File: src/rtl/gear_timer_pkg.sv
package gear_timer_pkg;
  localparam int unsigned NUM_GEARS = 4;

  // Multiplier for gear index g (0-based) in each equalizer mode.
  function automatic int unsigned gear_mult(input logic lpm, input int unsigned g);
    if (lpm) gear_mult = g + 1;           // 1,2,3,4
    else     gear_mult = 1 << (2 * g);    // 1,4,16,64
  endfunction
endpackage

File: src/rtl/gear_threshold_gen.sv
module gear_threshold_gen
  import gear_timer_pkg::*;
#(
  parameter int CNT_W  = 32,
  parameter int BASE_W = CNT_W - 6
) (
  input  logic                          clk,
  input  logic                          rst,
  input  logic                          mode_lpm,
  input  logic [BASE_W-1:0]             base_interval,
  output logic [NUM_GEARS-1:0][CNT_W-1:0] thr
);
  logic [CNT_W-1:0] base_eff;

  // Zero interval is clamped to one cycle.
  always_comb begin
    base_eff = CNT_W'(base_interval);
    if (base_interval == '0) base_eff = CNT_W'(1);
  end

  for (genvar g = 0; g < NUM_GEARS; g++) begin : g_thr
    localparam int unsigned DFE_M = gear_mult(1'b0, g);
    localparam int unsigned LPM_M = gear_mult(1'b1, g);
    logic [CNT_W-1:0] prod;

    always_comb begin
      if (mode_lpm) prod = base_eff * CNT_W'(LPM_M);
      else          prod = base_eff * CNT_W'(DFE_M);
    end

    // Settings are latched only while reset is held.
    always_ff @(posedge clk) begin
      if (rst) thr[g] <= prod;
    end
  end
endmodule

File: src/rtl/gear_strobe.sv
module gear_strobe #(
  parameter int CNT_W = 32
) (
  input  logic             clk,
  input  logic             rst,
  input  logic             halted,
  input  logic [CNT_W-1:0] cnt_next,
  input  logic [CNT_W-1:0] thr,
  output logic             pulse
);
  always_ff @(posedge clk) begin
    if (rst) pulse <= 1'b0;
    else     pulse <= !halted && (cnt_next == thr);
  end
endmodule

File: src/rtl/gear_interval_timer.sv
module gear_interval_timer
  import gear_timer_pkg::*;
#(
  parameter int CNT_W  = 32,
  parameter int BASE_W = CNT_W - 6
) (
  input  logic                 clk,
  input  logic                 rst,
  input  logic                 mode_lpm,
  input  logic [BASE_W-1:0]    base_interval,
  output logic [NUM_GEARS-1:0] gear_pulse,
  output logic                 done
);
  localparam int LAST = NUM_GEARS - 1;

  logic [NUM_GEARS-1:0][CNT_W-1:0] thr;
  logic [CNT_W-1:0] cnt;
  logic [CNT_W-1:0] cnt_next;

  gear_threshold_gen #(.CNT_W(CNT_W), .BASE_W(BASE_W)) thr_i (
    .clk(clk), .rst(rst), .mode_lpm(mode_lpm),
    .base_interval(base_interval), .thr(thr)
  );

  assign cnt_next = cnt + CNT_W'(1);

  // Elapsed-cycle counter; freezes once the schedule completes.
  always_ff @(posedge clk) begin
    if (rst)        cnt <= '0;
    else if (!done) cnt <= cnt_next;
  end

  for (genvar g = 0; g < NUM_GEARS; g++) begin : g_strobe
    gear_strobe #(.CNT_W(CNT_W)) strobe_i (
      .clk(clk), .rst(rst), .halted(done),
      .cnt_next(cnt_next), .thr(thr[g]), .pulse(gear_pulse[g])
    );
  end

  always_ff @(posedge clk) begin
    if (rst)                           done <= 1'b0;
    else if (cnt_next == thr[LAST])    done <= 1'b1;
  end
endmodule

File: config.mk
export PLATFORM = sky130hd
export DESIGN_NAME = gear_interval_timer
export DESIGN_NICKNAME = d
export VERILOG_FILES = /design/src/rtl/gear_timer_pkg.sv /design/src/rtl/gear_threshold_gen.sv /design/src/rtl/gear_strobe.sv /design/src/rtl/gear_interval_timer.sv
export SDC_FILE = /design/constraint.sdc
export NUM_CORES = 1
export LEC_CHECK = 0
export ABC_AREA = 1
export BUFFER_PORTS_ARGS = -buffer_cell sky130_fd_sc_hd__buf_2
export CAP_MARGIN = 25
export CORE_MARGIN = 4
export CORE_UTILIZATION = 47
export DETAILED_ROUTE_END_ITERATION = 7
export GPL_ROUTABILITY_DRIVEN = 0
export MAX_ROUTING_LAYER = met4
export PLACE_DENSITY = 0.6
export SYNTH_ARGS = -nofsm -noshare
export SYNTH_HDL_FRONTEND = slang
export SYNTH_SLANG_ARGS = --single-unit
File: constraint.sdc
create_clock -name clk -period 6.15 [get_ports clk]
set_clock_uncertainty 0.15 [all_clocks]
set_input_delay 0.9225 -clock clk [delete_from_list [all_inputs] [get_ports clk]]
set_output_delay 0.9225 -clock clk [all_outputs]
set_load 0.02 [all_outputs]
Word level (Yosys, flattened, before mapping). Index checks and enable logic that the tools add are counted.

Add/subtract/negate cells: 1. $mul: 1. Eq/ne operators: 4. Multiplexer cells: 4. Reductions and logical operators: 6.

Operator list (count): 32-bit == test (4); 32-bit two-way mux (2); 32-bit by 1-bit adder with 32-bit output, second input constant (1); 26-bit by 2-bit multiplier with 28-bit output, second input constant (1); 28-bit two-way mux (1); 26-bit zero test (1); 26-bit two-way mux (1); 1-bit logical AND (4); 1-bit zero test (1).

Flip-flop bits (word level): 165. Bits of input ports: 29. Output and inout port bits: 5. Logic and storage cells: 29.

Depth between registers and ports, before layout.
Depth in word-level cells: 4. Depth in mapped cells: 22. Depth with buffers taken out: 22.

By module. Synthesis repeated with hierarchy kept, for this count alone.

Cells, all modules: 1739. Area total of the unflattened synthesis: 11360.9 µm².

By module, submodules not included: gear_threshold_gen (times used 1, cells each 607, area an instance 5806.8 µm², seq. area each 3243.1 µm²); gear_interval_timer (times used 1, cells each 572, area an instance 3131.8 µm², seq. area each 660.6 µm²); gear_strobe (times used 4, cells each 140, area an instance 605.6 µm², seq. area each 20.0 µm²).

Worst setup path before layout. Ideal clock, no wire load.

Kind: input to register. From: in base_interval[24]. To: reg thr_i.thr[85] (netlist bit), data pin. Setup time: 0.261 ns. Arrival time: 3.316 ns. Required time: 5.739 ns. Path slack: 2.423 ns. Cell stages on the path: 21. Buffers on the path: 0. Cells stage by stage: inv_1 ha_1 nand3_1 nor3_1 nor2_1 inv_1 ha_1 fa_1 nand2_1 a21oi_1 nand2_1 nand2_1 inv_1 o21bai_1 nand2_1 nand2_1 nand3_1 nand2_1 nand2_1 nand2_1 o21ai_0.

Word-level cells in the longest chain between the ends: 4.

RTL lines: start, declared (RTL line gear_interval_timer.sv:10) `input logic [BASE_W-1:0] base_interval,`; 26-bit zero test (RTL line gear_threshold_gen.sv:18) `if (base_interval == '0) base_eff = CNT_W'(1);`; 26-bit two-way mux (RTL line gear_threshold_gen.sv:18); net thr_i.base_eff[0] (RTL line gear_threshold_gen.sv:13) `logic [CNT_W-1:0] base_eff;`; 26-bit by 2-bit multiplier with 28-bit output (RTL line gear_threshold_gen.sv:27) `if (mode_lpm) prod = base_eff * CNT_W'(LPM_M);`; 32-bit two-way mux (RTL line gear_threshold_gen.sv:27); net thr_i.g_thr[2].prod[21] (RTL line gear_threshold_gen.sv:24) `logic [CNT_W-1:0] prod;`; end signal, assigned by index (RTL line gear_threshold_gen.sv:33) `if (rst) thr[g] <= prod;`; end, declared (RTL line gear_threshold_gen.sv:11) `output logic [NUM_GEARS-1:0][CNT_W-1:0] thr`.

The timed path passes the listed nets, and every way through them passes these cells. A chain may end at the register's enable or synchronous reset.

Worst setup path after layout.
From: in base_interval[11]. To: reg thr_i.thr[85] (netlist bit), data pin.

Same word-level chain as after synthesis.

==> results.json <==
{
  "end_kind": "register",
  "p_per_area_mw_per_mm2": 239,
  "fin_nets": 1418,
  "max_freq_ghz": 0.225,
  "tritoncts": "yes",
  "netSwitchingPower_uw": 738,
  "fp.dieW_um": 152,
  "timing.final.ws_setup_ps": 1710,
  "final_common_cell": "nand2_1",
  "pwr-share-comb": 0.140,
  "reg2reg_depth": 15,
  "dp_hpwl_um": 22500,
  "ios": 34,
  "cts.path.max_buffers": 2,
  "ctsHoldBuffers": 0,
  "coreArea_mm2": 0.0204,
  "multi_input_area_mm2": 0.00492,
  "fill_cells": 2003,
  "wl_per_cell_um": 17.4,
  "insertion_delay_ps": 430,
  "seqPwrFrac": 0.461,
  "cts_setup_buffers": 0,
  "worstPathArrival_ps": 4450,
  "drv_cap": 0,
  "routed-via-count": 8677,
  "setup_viol": 0,
  "hold_violations": 0,
  "htree_levels": 4,
  "worstHoldPathCells": 2,
  "grt_use_total": 0.252,
  "synth_nets": 1410,
  "clk_pin_slew_ps": 60,
  "ys_types": 40,
  "switching_share": 0.287,
  "via_per_inst": 5.29,
  "syn-cell-area_mm2": 0.00981,
  "crit_type": "in -> reg",
  "die_y_um": 152,
  "crit_path_max_fanout": 6,
  "rows": 52,
  "timing.rr.start": "cnt[0]$_SDFFE_PP0N_",
  "synthCells": 1350,
  "setup_tns_ps": 0,
  "synth-edff-count": 108,
  "cts_root_buf": "clkbuf_16",
  "grt_pass1_wl_um": 44000,
  "cts_buffers": 17,
  "rsz0062_at_grt": "false",
  "yosys_warnings": 0,
  "port_buffers": 33,
  "syn_avg_cell_area_um2": 7.27,
  "routed_wl_um": 28600,
  "drc_errors": 0,
  "grt_max_degree": 79,
  "run_status": "finished, final reports clean",
  "finalCriticalPeriod_ps": 4440,
  "final_cell_mix": "nand2_1 (364), inv_1 (186), nor2_1 (136), o21ai_0 (124), edfxtp_1 (108)",
  "ys_async_sr_fraction": 0,
  "register_area_mm2": 0.00398,
  "crit_path_end": "thr_i.thr[85]$_DFFE_PP_",
  "worstReg2RegEnd": "g_strobe[1].strobe_i.pulse$_SDFF_PP0_",
  "clkPwrFrac": 0.399,
  "synth_flop_cell": "edfxtp_1",
  "diodes": 0,
  "dieArea_mm2": 0.0233,
  "post-place-ws_ps": 1300,
  "rrSetupSlack_ps": 3260,
  "startpoint": "base_interval[11]",
  "start_util": 0.482,
  "hold_class": "reg -> reg",
  "crit_required_ps": 6160,
  "ys_ff_latch": 145,
  "cp-start-kind": "primary input",
  "max-slew-margin-rel": 0.323,
  "leakage_nw": 4.91,
  "ir_drop_uv": 150,
  "post-route-period-util": 0.722,
  "ctsResizeCount": 0,
  "drt_iter0_drc": 718,
  "drive_gt1_frac": 0.0846,
  "ys_seq_area_frac": 0.406,
  "grt_pass1_vias": 7968,
  "tightest_slew_ps": 1020,
  "area_delta_synth_final_pct": 9.30,
  "final_antenna_net_count": 0,
  "grt-ovfl-total": 0,
  "dr.pass1.iters": 5,
  "cts_sinks": 145,
  "antenna_found_initial": 0,
  "drv_slew": 0,
  "p_int_mw": 1.83
}
[Yosys cell counts, types with 4 or more instances]
cell type  count  area share
a21oi_1       65       0.033
a31oi_1        7      0.0045
buf_4          4      0.0031
clkbuf_1      43       0.016
dfxtp_1       37       0.075
edfxtp_1     108        0.33
ha_1          30       0.038
inv_1        186       0.071
nand2_1      364        0.14
nand2_2       19       0.012
nand2_4        4      0.0046
nand3_1       83       0.042
nand3_2        4      0.0041
nand3b_1       4      0.0031
nand4_1       19       0.012
nor2_1       136       0.052
nor2_4         5      0.0057
nor2_8         4      0.0082
nor3_1         9      0.0046
nor4_1         4      0.0025
o211ai_1       4      0.0031
o21ai_0      124       0.063
o21bai_1       6      0.0046
or2_2          6      0.0038
xnor2_1       23       0.021
xor2_1        29       0.026
[routing by layer]
layer	track usage	vias up	routed length, µm
met5	-	-	0
met1	0.345	3967	13200
met2	0.392	273	13100
li1	-	4401	-
met4	0.0725	0	685
met3	0.0369	36	1640
[sequential cells by signal, summed over array words and instances (netlist names)]
name                     count
done                         1
cnt                         32
g_strobe.strobe_i.pulse      4
thr_i.thr                  108
[cell families after synthesis]
group | count (synthesis) | synth area share
AND/OR/NAND/NOR | 667 | 0.298
buffers and inverters | 237 | 0.0922
AO/OA/AOI/OAI | 218 | 0.117
flip-flops | 145 | 0.406
XOR/XNOR | 52 | 0.0464
adder cells (fa/ha/maj) | 31 | 0.0403
[power groups by stage]
stage          Combinational (mW)  Clock [mW]  Sequential, mW
2_1_floorplan               0.244           0            1.18
3_3_place_gp                0.352           0            1.20
3_5_place_dp                0.354           0            1.20
4_1_cts                     0.356        1.04            1.18
5_1_grt                     0.404        1.08            1.19
6_report                    0.360        1.02            1.18
[worst min path at each step]
stage                     slack (ps)            startpoint                    to
final                            400  cnt[25]$_SDFFE_PP0N_  cnt[25]$_SDFFE_PP0N_
after global routing             430  cnt[25]$_SDFFE_PP0N_  cnt[25]$_SDFFE_PP0N_
after CTS                        400  cnt[25]$_SDFFE_PP0N_  cnt[25]$_SDFFE_PP0N_
after detailed placement         400  cnt[25]$_SDFFE_PP0N_  cnt[25]$_SDFFE_PP0N_
after global placement           390  cnt[25]$_SDFFE_PP0N_  cnt[25]$_SDFFE_PP0N_
after floorplan                  360  cnt[25]$_SDFFE_PP0N_  cnt[25]$_SDFFE_PP0N_
[per-stage QoR]
| stage | hold slack, ps | util | instances | cell area [µm²] | power (mW) |
|---|---|---|---|---|---|
| 2_1_floorplan | 356 | - | 1350 | 9810 | 1.43 |
| 4_1_cts | 404 | 0.527 | 1641 | 10700 | 2.58 |
| 3_3_place_gp | 389 | 0.498 | 1609 | 10100 | 1.55 |
| 6_report | 403 | 0.527 | 1641 | 10700 | 2.57 |
| 5_1_grt | 433 | 0.527 | 1641 | 10700 | 2.68 |
| 3_5_place_dp | 398 | 0.498 | 1609 | 10100 | 1.56 |
[layout make-up]
cell class,instances,share of cell area
sequential,145,0.371
clock buffer,18,0.0400
clock inverter,14,0.0136
timing repair buffer,36,0.0177
inverter,190,0.0665
tap,270,0.0315
multi-input combinational,968,0.459
[critical path, stage by stage]
cell and delay (ps):
buf_2 140, nor4_1 410, nand4_1 140, nor3_1 660, nor2_1 120, inv_1 140, ha_1 240, fa_1 210
nand2_1 80, a21oi_1 220, nand2_1 70, nand2_1 160, inv_1 70, o21bai_1 350, nand2_1 90, nand2_1 100
nand3_1 70, nand2_1 80, nand2_1 50, nand2_1 50, o21ai_0 70
Power figures use the tool's default switching activity.
